**src/rtl/wka_pkg.sv**
```systemverilog
package wka_pkg;

    localparam int SEC_W  = 6;
    localparam int MIN_W  = 6;
    localparam int HR_W   = 5;
    localparam int WD_W   = 3;
    localparam int DAY_W  = 8;
    localparam int NUM_WD = 7;
    localparam int REG_AW = 3;
    localparam int REG_DW = 32;
    localparam int NUM_IRQ = 2;

    localparam logic [SEC_W-1:0] SEC_LAST = SEC_W'(59);
    localparam logic [MIN_W-1:0] MIN_LAST = MIN_W'(59);
    localparam logic [HR_W-1:0]  HR_LAST  = HR_W'(23);
    localparam logic [WD_W-1:0]  WD_LAST  = WD_W'(NUM_WD - 1);

    // field positions inside register words
    localparam int F_SEC    = 0;
    localparam int F_MIN    = 8;
    localparam int F_HR     = 16;
    localparam int F_DAY    = 24;
    localparam int F_WD     = 29;
    localparam int F_MASK   = 0;
    localparam int F_CNT_ON = 8;

    // status / enable bit positions
    localparam int IRQ_CNT = 0;
    localparam int IRQ_WK  = 1;

    localparam logic [REG_AW-1:0] A_TIME    = REG_AW'(0);
    localparam logic [REG_AW-1:0] A_WEEKLY  = REG_AW'(1);
    localparam logic [REG_AW-1:0] A_SPAN    = REG_AW'(2);
    localparam logic [REG_AW-1:0] A_ENABLE  = REG_AW'(3);
    localparam logic [REG_AW-1:0] A_IRQ_EN  = REG_AW'(4);
    localparam logic [REG_AW-1:0] A_IRQ_STA = REG_AW'(5);

    typedef struct packed {
        logic [WD_W-1:0]  wd;
        logic [HR_W-1:0]  hr;
        logic [MIN_W-1:0] mn;
        logic [SEC_W-1:0] sc;
    } tod_t;

    typedef struct packed {
        logic [DAY_W-1:0] dy;
        logic [HR_W-1:0]  hr;
        logic [MIN_W-1:0] mn;
        logic [SEC_W-1:0] sc;
    } span_t;

    typedef enum logic [1:0] {
        SEQ_IDLE   = 2'd0,
        SEQ_UPDATE = 2'd1,
        SEQ_MATCH  = 2'd2
    } seq_e;

    function automatic logic [REG_DW-1:0] tod_to_word(input tod_t t);
        logic [REG_DW-1:0] w;
        w = '0;
        w[F_SEC +: SEC_W] = t.sc;
        w[F_MIN +: MIN_W] = t.mn;
        w[F_HR  +: HR_W]  = t.hr;
        w[F_WD  +: WD_W]  = t.wd;
        return w;
    endfunction

    function automatic tod_t word_to_tod(input logic [REG_DW-1:0] w);
        tod_t t;
        t.sc = w[F_SEC +: SEC_W];
        t.mn = w[F_MIN +: MIN_W];
        t.hr = w[F_HR  +: HR_W];
        t.wd = w[F_WD  +: WD_W];
        return t;
    endfunction

    function automatic logic [REG_DW-1:0] span_to_word(input span_t s);
        logic [REG_DW-1:0] w;
        w = '0;
        w[F_SEC +: SEC_W] = s.sc;
        w[F_MIN +: MIN_W] = s.mn;
        w[F_HR  +: HR_W]  = s.hr;
        w[F_DAY +: DAY_W] = s.dy;
        return w;
    endfunction

    function automatic span_t word_to_span(input logic [REG_DW-1:0] w);
        span_t s;
        s.sc = w[F_SEC +: SEC_W];
        s.mn = w[F_MIN +: MIN_W];
        s.hr = w[F_HR  +: HR_W];
        s.dy = w[F_DAY +: DAY_W];
        return s;
    endfunction

endpackage

```
**src/rtl/wka_tod_core.sv**
```systemverilog
module wka_tod_core
    import wka_pkg::*;
(
    input  logic clk,
    input  logic rst_n,
    input  logic load,
    input  tod_t load_val,
    input  logic advance,
    output tod_t tod
);

    tod_t tod_q;
    tod_t tod_next;

    // one-second step with cascaded carries
    always_comb begin
        tod_next = tod_q;
        if (tod_q.sc >= SEC_LAST) begin
            tod_next.sc = '0;
            if (tod_q.mn >= MIN_LAST) begin
                tod_next.mn = '0;
                if (tod_q.hr >= HR_LAST) begin
                    tod_next.hr = '0;
                    if (tod_q.wd >= WD_LAST) begin
                        tod_next.wd = '0;
                    end else begin
                        tod_next.wd = tod_q.wd + 1'b1;
                    end
                end else begin
                    tod_next.hr = tod_q.hr + 1'b1;
                end
            end else begin
                tod_next.mn = tod_q.mn + 1'b1;
            end
        end else begin
            tod_next.sc = tod_q.sc + 1'b1;
        end
    end

    always_ff @(posedge clk) begin
        if (!rst_n) begin
            tod_q <= '0;
        end else if (load) begin
            tod_q <= load_val;
        end else if (advance) begin
            tod_q <= tod_next;
        end
    end

    assign tod = tod_q;

endmodule

```
**src/rtl/wka_span_down.sv**
```systemverilog
module wka_span_down
    import wka_pkg::*;
(
    input  logic  clk,
    input  logic  rst_n,
    input  logic  load,
    input  span_t load_val,
    input  logic  step,
    output span_t span,
    output logic  hit
);

    span_t span_q;
    span_t span_next;
    logic  hit_q;
    logic  is_zero;

    assign is_zero = (span_q == '0);

    // mixed-radix borrow chain: seconds, minutes, hours, days
    always_comb begin
        span_next = span_q;
        if (span_q.sc != '0) begin
            span_next.sc = span_q.sc - 1'b1;
        end else begin
            span_next.sc = SEC_LAST;
            if (span_q.mn != '0) begin
                span_next.mn = span_q.mn - 1'b1;
            end else begin
                span_next.mn = MIN_LAST;
                if (span_q.hr != '0) begin
                    span_next.hr = span_q.hr - 1'b1;
                end else begin
                    span_next.hr = HR_LAST;
                    span_next.dy = span_q.dy - 1'b1;
                end
            end
        end
    end

    always_ff @(posedge clk) begin
        if (!rst_n) begin
            span_q <= '0;
            hit_q  <= 1'b0;
        end else if (load) begin
            span_q <= load_val;
            hit_q  <= 1'b0;
        end else if (step && !is_zero) begin
            span_q <= span_next;
            hit_q  <= (span_next == '0);
        end else begin
            hit_q  <= 1'b0;
        end
    end

    assign span = span_q;
    assign hit  = hit_q;

endmodule

```
**src/rtl/wka_irq_ctrl.sv**
```systemverilog
module wka_irq_ctrl #(
    parameter int N = 2
) (
    input  logic         clk,
    input  logic         rst_n,
    input  logic [N-1:0] set_vec,
    input  logic         ien_wr,
    input  logic         sta_wr,
    input  logic [N-1:0] wdata,
    output logic [N-1:0] sta,
    output logic [N-1:0] ien,
    output logic         irq
);

    logic [N-1:0] sta_q;
    logic [N-1:0] ien_q;

    generate
        for (genvar i = 0; i < N; i++) begin : g_src
            always_ff @(posedge clk) begin
                if (!rst_n) begin
                    sta_q[i] <= 1'b0;
                    ien_q[i] <= 1'b0;
                end else begin
                    if (set_vec[i]) begin
                        sta_q[i] <= 1'b1;
                    end else if (sta_wr && wdata[i]) begin
                        sta_q[i] <= 1'b0;
                    end
                    if (ien_wr) begin
                        ien_q[i] <= wdata[i];
                    end
                end
            end
        end
    endgenerate

    assign sta = sta_q;
    assign ien = ien_q;
    assign irq = |(sta_q & ien_q);

endmodule

```
**src/rtl/wkday_alarm_unit.sv**
```systemverilog
module wkday_alarm_unit
    import wka_pkg::*;
(
    input  logic              clk,
    input  logic              rst_n,
    input  logic              tick_1hz,
    input  logic              reg_wr,
    input  logic [REG_AW-1:0] reg_waddr,
    input  logic [REG_DW-1:0] reg_wdata,
    input  logic [REG_AW-1:0] reg_raddr,
    output logic [REG_DW-1:0] reg_rdata,
    output logic              irq
);

    seq_e state_q;
    seq_e state_d;

    logic do_advance;
    logic do_step;
    logic do_match;

    logic time_wr;
    logic span_wr;
    logic weekly_wr;
    logic enable_wr;
    logic ien_wr;
    logic sta_wr;

    tod_t  tod;
    span_t span;
    logic  span_hit;

    tod_t              wk_q;
    logic [NUM_WD-1:0] mask_q;
    logic              cnt_on_q;

    logic [NUM_IRQ-1:0] set_vec;
    logic [NUM_IRQ-1:0] sta;
    logic [NUM_IRQ-1:0] ien;
    logic               wk_hit;
    logic [NUM_WD:0]    mask_ext;

    // write decode
    assign time_wr   = reg_wr && (reg_waddr == A_TIME);
    assign weekly_wr = reg_wr && (reg_waddr == A_WEEKLY);
    assign span_wr   = reg_wr && (reg_waddr == A_SPAN);
    assign enable_wr = reg_wr && (reg_waddr == A_ENABLE);
    assign ien_wr    = reg_wr && (reg_waddr == A_IRQ_EN);
    assign sta_wr    = reg_wr && (reg_waddr == A_IRQ_STA);

    // sequencer: next state
    always_comb begin
        state_d = state_q;
        unique case (state_q)
            SEQ_IDLE:   if (tick_1hz) state_d = SEQ_UPDATE;
            SEQ_UPDATE: state_d = SEQ_MATCH;
            SEQ_MATCH:  state_d = SEQ_IDLE;
            default:    state_d = SEQ_IDLE;
        endcase
    end

    // sequencer: state register
    always_ff @(posedge clk) begin
        if (!rst_n) begin
            state_q <= SEQ_IDLE;
        end else begin
            state_q <= state_d;
        end
    end

    // sequencer: outputs
    always_comb begin
        do_advance = 1'b0;
        do_step    = 1'b0;
        do_match   = 1'b0;
        unique case (state_q)
            SEQ_IDLE: ;
            SEQ_UPDATE: begin
                do_advance = 1'b1;
                do_step    = cnt_on_q;
            end
            SEQ_MATCH: do_match = 1'b1;
            default: ;
        endcase
    end

    // configuration registers
    always_ff @(posedge clk) begin
        if (!rst_n) begin
            wk_q     <= '0;
            mask_q   <= '0;
            cnt_on_q <= 1'b0;
        end else begin
            if (weekly_wr) begin
                wk_q    <= word_to_tod(reg_wdata);
                wk_q.wd <= '0;
            end
            if (enable_wr) begin
                mask_q   <= reg_wdata[F_MASK +: NUM_WD];
                cnt_on_q <= reg_wdata[F_CNT_ON];
            end
        end
    end

    wka_tod_core u_tod (
        .clk      (clk),
        .rst_n    (rst_n),
        .load     (time_wr),
        .load_val (word_to_tod(reg_wdata)),
        .advance  (do_advance),
        .tod      (tod)
    );

    wka_span_down u_span (
        .clk      (clk),
        .rst_n    (rst_n),
        .load     (span_wr),
        .load_val (word_to_span(reg_wdata)),
        .step     (do_step),
        .span     (span),
        .hit      (span_hit)
    );

    // weekly comparison on the freshly advanced time
    assign mask_ext = {1'b0, mask_q};
    assign wk_hit   = do_match
                   && (tod.hr == wk_q.hr)
                   && (tod.mn == wk_q.mn)
                   && (tod.sc == wk_q.sc)
                   && (tod.wd <= WD_LAST)
                   && mask_ext[tod.wd];

    always_comb begin
        set_vec          = '0;
        set_vec[IRQ_CNT] = do_match && span_hit;
        set_vec[IRQ_WK]  = wk_hit;
    end

    wka_irq_ctrl #(.N(NUM_IRQ)) u_irq (
        .clk     (clk),
        .rst_n   (rst_n),
        .set_vec (set_vec),
        .ien_wr  (ien_wr),
        .sta_wr  (sta_wr),
        .wdata   (reg_wdata[NUM_IRQ-1:0]),
        .sta     (sta),
        .ien     (ien),
        .irq     (irq)
    );

    // read mux
    always_comb begin
        reg_rdata = '0;
        unique case (reg_raddr)
            A_TIME:    reg_rdata = tod_to_word(tod);
            A_WEEKLY:  reg_rdata = tod_to_word(wk_q);
            A_SPAN:    reg_rdata = span_to_word(span);
            A_ENABLE: begin
                reg_rdata[F_MASK +: NUM_WD] = mask_q;
                reg_rdata[F_CNT_ON]         = cnt_on_q;
            end
            A_IRQ_EN:  reg_rdata[NUM_IRQ-1:0] = ien;
            A_IRQ_STA: reg_rdata[NUM_IRQ-1:0] = sta;
            default:   reg_rdata = '0;
        endcase
    end

endmodule

```
**config.mk**
```make
export PLATFORM = sky130hd
export DESIGN_NAME = wkday_alarm_unit
export DESIGN_NICKNAME = d
export VERILOG_FILES = /design/src/rtl/wka_pkg.sv /design/src/rtl/wka_tod_core.sv /design/src/rtl/wka_span_down.sv /design/src/rtl/wka_irq_ctrl.sv /design/src/rtl/wkday_alarm_unit.sv
export SDC_FILE = /design/constraint.sdc
export NUM_CORES = 1
export LEC_CHECK = 0
export ABC_AREA = 1
export BUFFER_PORTS_ARGS = -buffer_cell sky130_fd_sc_hd__buf_4
export CAP_MARGIN = 20
export CORE_MARGIN = 2
export CORE_UTILIZATION = 50
export CTS_CLUSTER_DIAMETER = 150
export CTS_CLUSTER_SIZE = 30
export DETAILED_ROUTE_END_ITERATION = 8
export GPL_ROUTABILITY_DRIVEN = 0
export GPL_TIMING_DRIVEN = 1
export PLACE_DENSITY = 0.71
export RECOVER_POWER = 100
export SYNTH_ARGS = -nofsm -noshare
export SYNTH_HDL_FRONTEND = slang
export SYNTH_SLANG_ARGS = --single-unit
```
**constraint.sdc**
```tcl
create_clock -name clk -period 1.8 [get_ports clk]
set_input_delay 0.18 -clock clk [delete_from_list [all_inputs] [get_ports clk]]
set_output_delay 0.18 -clock clk [all_outputs]
set_load 0.01 [all_outputs]
```
==> impl_metrics.toml, run 1 <==
[status]
outcome = "finished with violations"
failed_checks = "negative setup slack"

[clocking]
htree_num_levels = 3
path_clk_slew_ns = 0.09
clk_path_buf_depth = 2
root_buffer = "clkbuf_8"
cts.sinks = 77
cts_buffers = 9
cts_tree = "yes"
insertion_delay_ns = 0.37

[worst_hold_path]
hold_path_class = "input port to register"

[yosys]
synth_top_area_share_pct = 30.3
syn_inst = 773
synth-seq-cells = 77
synth_top_area_cell = "dfxtp_1"
synth_edf_count = 0
ys_seq_area_share_pct = 30.3
synth-main-ff-cell = "dfxtp_1"
syn-cell-area_sq_um = 5090
syn_area_per_cell_sq_um = 6.58
netlist-cell-type-count = 46
ys.warnings.count = 0
synth_area_leaders = "dfxtp_1 30%, nand2_1 10%, nor2_1 7.4%"
synthArstFlopShare_pct = 0

[die]
dieArea_sq_um = 11000
start_util_pct = 51.8
core-area_sq_um = 9820
rows = 36
die_h_um = 105
io_pins = 75
die_w_um = 105

[global_route]
grt_pass1_vias = 5330
busiest_layer = "met2"
track_usage_pct = 30.3
grt_max_degree = 32
antenna_found_initial = 0
use_met1_pct = 39.8
overflow = 0
use_met3_pct = 4.93
grt_pass1_wl_mm = 26.5
grt_use_met2_pct = 48.8

[worst_setup_path]
crit_path_start_kind = "register"
cp-end-kind = "register"
critPathKind = "register to register"
critPathRequiredTime_ns = 2.05
path_max_fanout = 5
critPathArrivalTime_ns = 2.07

[sta]
fin_tns_setup_ns = -0.0159
hold_violations = 0
slew_viol_final = 0
relSlewSlack_pct = 45.2
setup_viol = 1
skew_ns = 0.0130
max_freq_mhz = 551
rsz0062_at_grt = "true"
finalCriticalPeriod_ns = 1.82
worst_slew_pin_slew_ns = 0.821
setup_ws_ns = -0.0159
post-route-period-util_pct = 101

[drt]
dr.pass1.iters = 8
drc = 0
vias = 5798
via_per_inst = 5.77
ant_nets = 0
drtIter0Drc = 483
avgRoutedWirePerCell_um = 17.1
drt_wl_total_mm = 17.2

[pwr]
power_frac_comb_pct = 26.3
power_frac_seq_pct = 39.7
switching_share_pct = 33.3
p_leak_nw = 2.82
powerDensity_nw_per_um2 = 715
p_clk_share_pct = 34.0
cellInternalPower_mw = 3.03
vdd_ir_drop_max_uv = 337
total_power_mw = 4.54
p_sw_mw = 1.51

[cells_and_area]
layout_commonest_cell = "nand2_1"
final_nets = 919
fin_area_sq_um = 6340
area_growth_pct = 24.7
diodes = 0
drive_above_1_share_pct = 22.5
final_cell_mix = "137 x nand2_1, 103 x buf_4, 99 x nor2_1"

[placed_design]
port_buffers = 62
post-dp-hpwl_mm = 12.5
dp_slack_ns = -0.0356
dpl_cell_area_sq_um = 5880

[flow_run]
cap_violations = 0
[state kept, by name, indices dropped and copies added, names as in the netlist]
register and count:
u_irq.sta 2, wk_q 17, cnt_on_q 1, u_span.span 25, u_span.hit 1, mask_q 7, state_q 2, u_irq.ien 2
u_tod.tod 20
[stage by stage]
| step | hold WS (ns) | util (%) | std cells |
|---|---|---|---|
| global route | 0.0370 | 64.6 | 1004 |
| global placement | 0.406 | 59.8 | 980 |
| CTS | 0.0341 | 62.4 | 998 |
| finish | 0.0370 | 64.6 | 1004 |
| floorplan | 0.298 | - | 778 |
| detailed placement | 0.414 | 59.8 | 980 |
[power by group through the flow]
stage,clock network (mW),registers [mW],logic (mW)
2_1_floorplan,0,1.83,0.712
3_3_place_gp,0,1.84,1.01
3_5_place_dp,0,1.84,1.04
4_1_cts,1.54,1.80,1.06
5_1_grt,1.61,1.81,1.30
6_report,1.54,1.80,1.19
[path summary, 6_finish.rpt]
path | startpoint | to | slack (ns) | cells past startpoint
max | u_span.span[13] | u_span.span[13] | -0.02 | 11
max reg2reg | u_span.span[13] | u_span.span[13] | -0.02 | 11
min reg2reg | state_q[1] | state_q[0] | 0.42 | 1
min | tick_1hz | state_q[0] | 0.04 | 3
[cell families after synthesis]
logic type | Yosys count | share of synthesized area (%)
AND/OR/NAND/NOR | 353 | 31.6
XOR/XNOR | 10 | 1.72
flip-flops | 77 | 30.3
other | 1 | 0.0737
adder cells (fa/ha/maj) | 11 | 2.71
AO/OA/AOI/OAI | 181 | 21.8
buffers and inverters | 140 | 11.8
[worst max-delay path, stage by stage, from the launching register on]
cell      delay, ns
dfxtp_2        0.34
inv_2          0.08
ha_4           0.15
nand2_4        0.07
nor2_4         0.13
nand3_2        0.10
nor2_4         0.18
nand2_4        0.10
a21oi_4        0.24
buf_12         0.16
buf_4          0.11
a211oi_2       0.05
[per-layer routing]
| metal | share of wire (%) | wire length [um] |
|---|---|---|
| met2 | 46 | 7860 |
| met5 | 0 | 0 |
| met1 | 42 | 7180 |
| met3 | 8.4 | 1450 |
| met4 | 4.0 | 684 |
[cell usage after synthesis, types with 12 or more instances]
cell	instances
nand2_1	142
o22ai_1	12
a21oi_1	37
nor2_1	100
nor3_1	13
dfxtp_1	77
a211oi_1	13
inv_1	98
o21ai_0	70
clkbuf_1	16
o221ai_1	12
nand3_1	56
[layout make-up]
type	count	area, sq um
Fill cell	915	3470
Clock buffer	11	141
Sequential cell	77	1550
Timing Repair Buffer	113	887
Clock inverter	5	82.6
Inverter	104	393
Tap cell	133	166
Multi-Input combinational cell	561	3130
[what timing repair did]
item | CTS | global route
setup buffers | 2 | 5
pin swaps | 0 | 15
gates resized for setup | 3 | 50
hold buffers | 0 | 0
setup endpoints to repair | 8 | 33
gates cloned | 0 | 1
Note: power is estimated with default switching activity, not from simulation.
==> run 2, diff against run 1 <==
CORE_ASPECT_RATIO = 1.1   (was not set)
SETUP_SLACK_MARGIN = 0.02   (was not set)
==> run 2 against run 1 <==
The run now ends clean. Combinational power about the same. Flip-flop and latch count did not move. Cell count shrank 1.6%. Utilization fell by 2.4 points. Critical path type unchanged. Total power down 3.4%. Non-clock buffer count shrank 3. Worst hold slack lost 0.0039 ns. Count of clock-buffer cells in the layout did not move. Cell area shrank 3.1%. Via count fell by 2.3%. Critical path depth grew 2. First-iteration DRC count up 10%.
==> impl_metrics.toml, run 2 (synthesis gave the netlist of run 1 again) <==
[drt]
vias = 5667
drt_wl_total_mm = 16.5
via_per_inst = 5.74
ant_nets = 0
avgRoutedWirePerCell_um = 16.7
dr.pass1.iters = 6
drtIter0Drc = 532
drc = 0

[worst_setup_path]
crit_path_start_kind = "register"
crit_family = "simple AND/OR/NAND/NOR gates"
critPathKind = "register to register"
slowest_stage = "dfxtp_2"
cp-end-kind = "register"
crit_path_max_incr_delay_ns = 0.33
path_max_fanout = 8
critPathArrivalTime_ns = 2.04
critPathRequiredTime_ns = 2.12
path_cells = "inv_2 -> ha_4 -> nand2_4 -> nor2_4 -> nand3_1 -> nor2_1 -> nand2_2 -> a21oi_4 -> buf_12 -> nand2_1 -> nand3_1 -> nand2_1 -> inv_1"
crit_buf_inv = 3

[sta]
setup_viol = 0
worst_slew_pin_slew_ns = 1.22
post-route-period-util_pct = 95.5
slew_viol_final = 0
relSlewSlack_pct = 18.4
rsz0062_at_grt = "true"
hold_ws_ns = 0.0331
fin_tns_setup_ns = 0
hold_violations = 0
finalCriticalPeriod_ns = 1.72
setup_ws_ns = 0.0802
skew_ns = 0.0112
max_freq_mhz = 581

[global_route]
grt_max_degree = 33
grt_pass1_wl_mm = 25.7
overflow = 0
antenna_found_initial = 0
track_usage_pct = 30.3
grt_pass1_vias = 5213

[pwr]
powerDensity_nw_per_um2 = 713
total_power_mw = 4.39
p_leak_nw = 2.69
vdd_ir_drop_max_uv = 439
p_clk_share_pct = 32.5
cellInternalPower_mw = 2.92
power_frac_seq_pct = 41.1
switching_share_pct = 33.4
p_sw_mw = 1.47
power_frac_comb_pct = 26.4

[clocking]
htree_num_levels = 3
insertion_delay_ns = 0.37
cts_hold_buffers = 0
cts_tree = "yes"
clk_path_buf_depth = 2
path_clk_slew_ns = 0.09
cts.sinks = 77
root_buffer = "clkbuf_8"
cts_buffers = 9

[placed_design]
post-dp-hpwl_mm = 12.4
dp_slack_ns = -0.0420
port_buffers = 62

[cells_and_area]
diodes = 0
area_growth_pct = 20.9
drive_above_1_share_pct = 19.5
largest_reg_flops = 25
utilization_pct = 62.2
layout_commonest_cell = "nand2_1"
final_cell_mix = "141 x nand2_1, 96 x nor2_1, 94 x inv_1"
final_nets = 916
fillers = 960

[die]
io_pins = 75
die_h_um = 110
start_util_pct = 51.4
core-area_sq_um = 9890
rows = 38
die_w_um = 100
dieArea_sq_um = 11000

[status]
outcome = "completed"

[worst_hold_path]
hold_path_class = "input port to register"

[flow_run]
cap_violations = 0
## run 2: cell count changes in the layout (fill, tap and decap cells not counted), moves of 3 or more
cell | previous run | this run
buf_4 | 103 | 84
nand2_1 | 137 | 141
clkbuf_1 | 4 | 19
clkbuf_2 | 0 | 3
nand3_1 | 51 | 55
dfxtp_1 | 71 | 74
nor2_1 | 99 | 96
dfxtp_2 | 6 | 3
## run 2: power groups by stage
| stage | clock (mW) | combinational [mW] | sequential, mW |
|---|---|---|---|
| 3_5_place_dp | 0 | 1.02 | 1.84 |
| 4_1_cts | 1.44 | 1.07 | 1.80 |
| 6_report | 1.43 | 1.16 | 1.80 |
| 5_1_grt | 1.52 | 1.27 | 1.81 |
| 3_3_place_gp | 0 | 1.00 | 1.84 |
| 2_1_floorplan | 0 | 0.712 | 1.83 |
## run 2: worst paths after layout
check             cells past startpoint       startpoint  slack (ns)               to
setup / recovery                     13  u_span.span[13]        0.08  u_span.span[24]
hold / removal                        3         tick_1hz        0.03       state_q[0]
setup reg to reg                     13  u_span.span[13]        0.08  u_span.span[24]
hold reg to reg                       1       state_q[1]        0.44       state_q[0]
## run 2: area by class of cell
class / instances / area [sq um] / share of cell area (%)
clock buffer: 11 / 151 / 2.46
clock inverter: 5 / 58.8 / 0.956
inverter: 104 / 390 / 6.35
multi-input combinational: 561 / 3080 / 50.1
sequential: 77 / 1550 / 25.1
tap: 120 / 150 / 2.44
timing repair buffer: 110 / 776 / 12.6
## run 2: what timing repair did
action                     CTS  global route
setup buffers                3             8
pin swaps                    1            10
setup endpoints to repair   16            44
gates resized for setup      5            34
## run 2: worst register-to-register path, stage by stage (launching register included)
cell,delay (ns)
dfxtp_2,0.33
inv_2,0.07
ha_4,0.16
nand2_4,0.07
nor2_4,0.09
nand3_1,0.07
nor2_1,0.17
nand2_2,0.12
a21oi_4,0.20
buf_12,0.15
nand2_1,0.05
nand3_1,0.07
nand2_1,0.05
inv_1,0.08
## run 2: layer usage
metal | routed length (um) | vias up | track usage, %
met5 | 0 | - | 0
met4 | 477 | 0 | 13.4
met3 | 1380 | 36 | 6.04
met2 | 7850 | 245 | 51.0
met1 | 6770 | 2629 | 37.6
li1 | - | 2757 | -
## run 2: per-stage QoR
step	cells	cell area, sq um
after floorplan	778	5110
after global placement	961	5800
after detailed placement	961	5800
after CTS	980	6070
after global routing	988	6150
final	988	6150
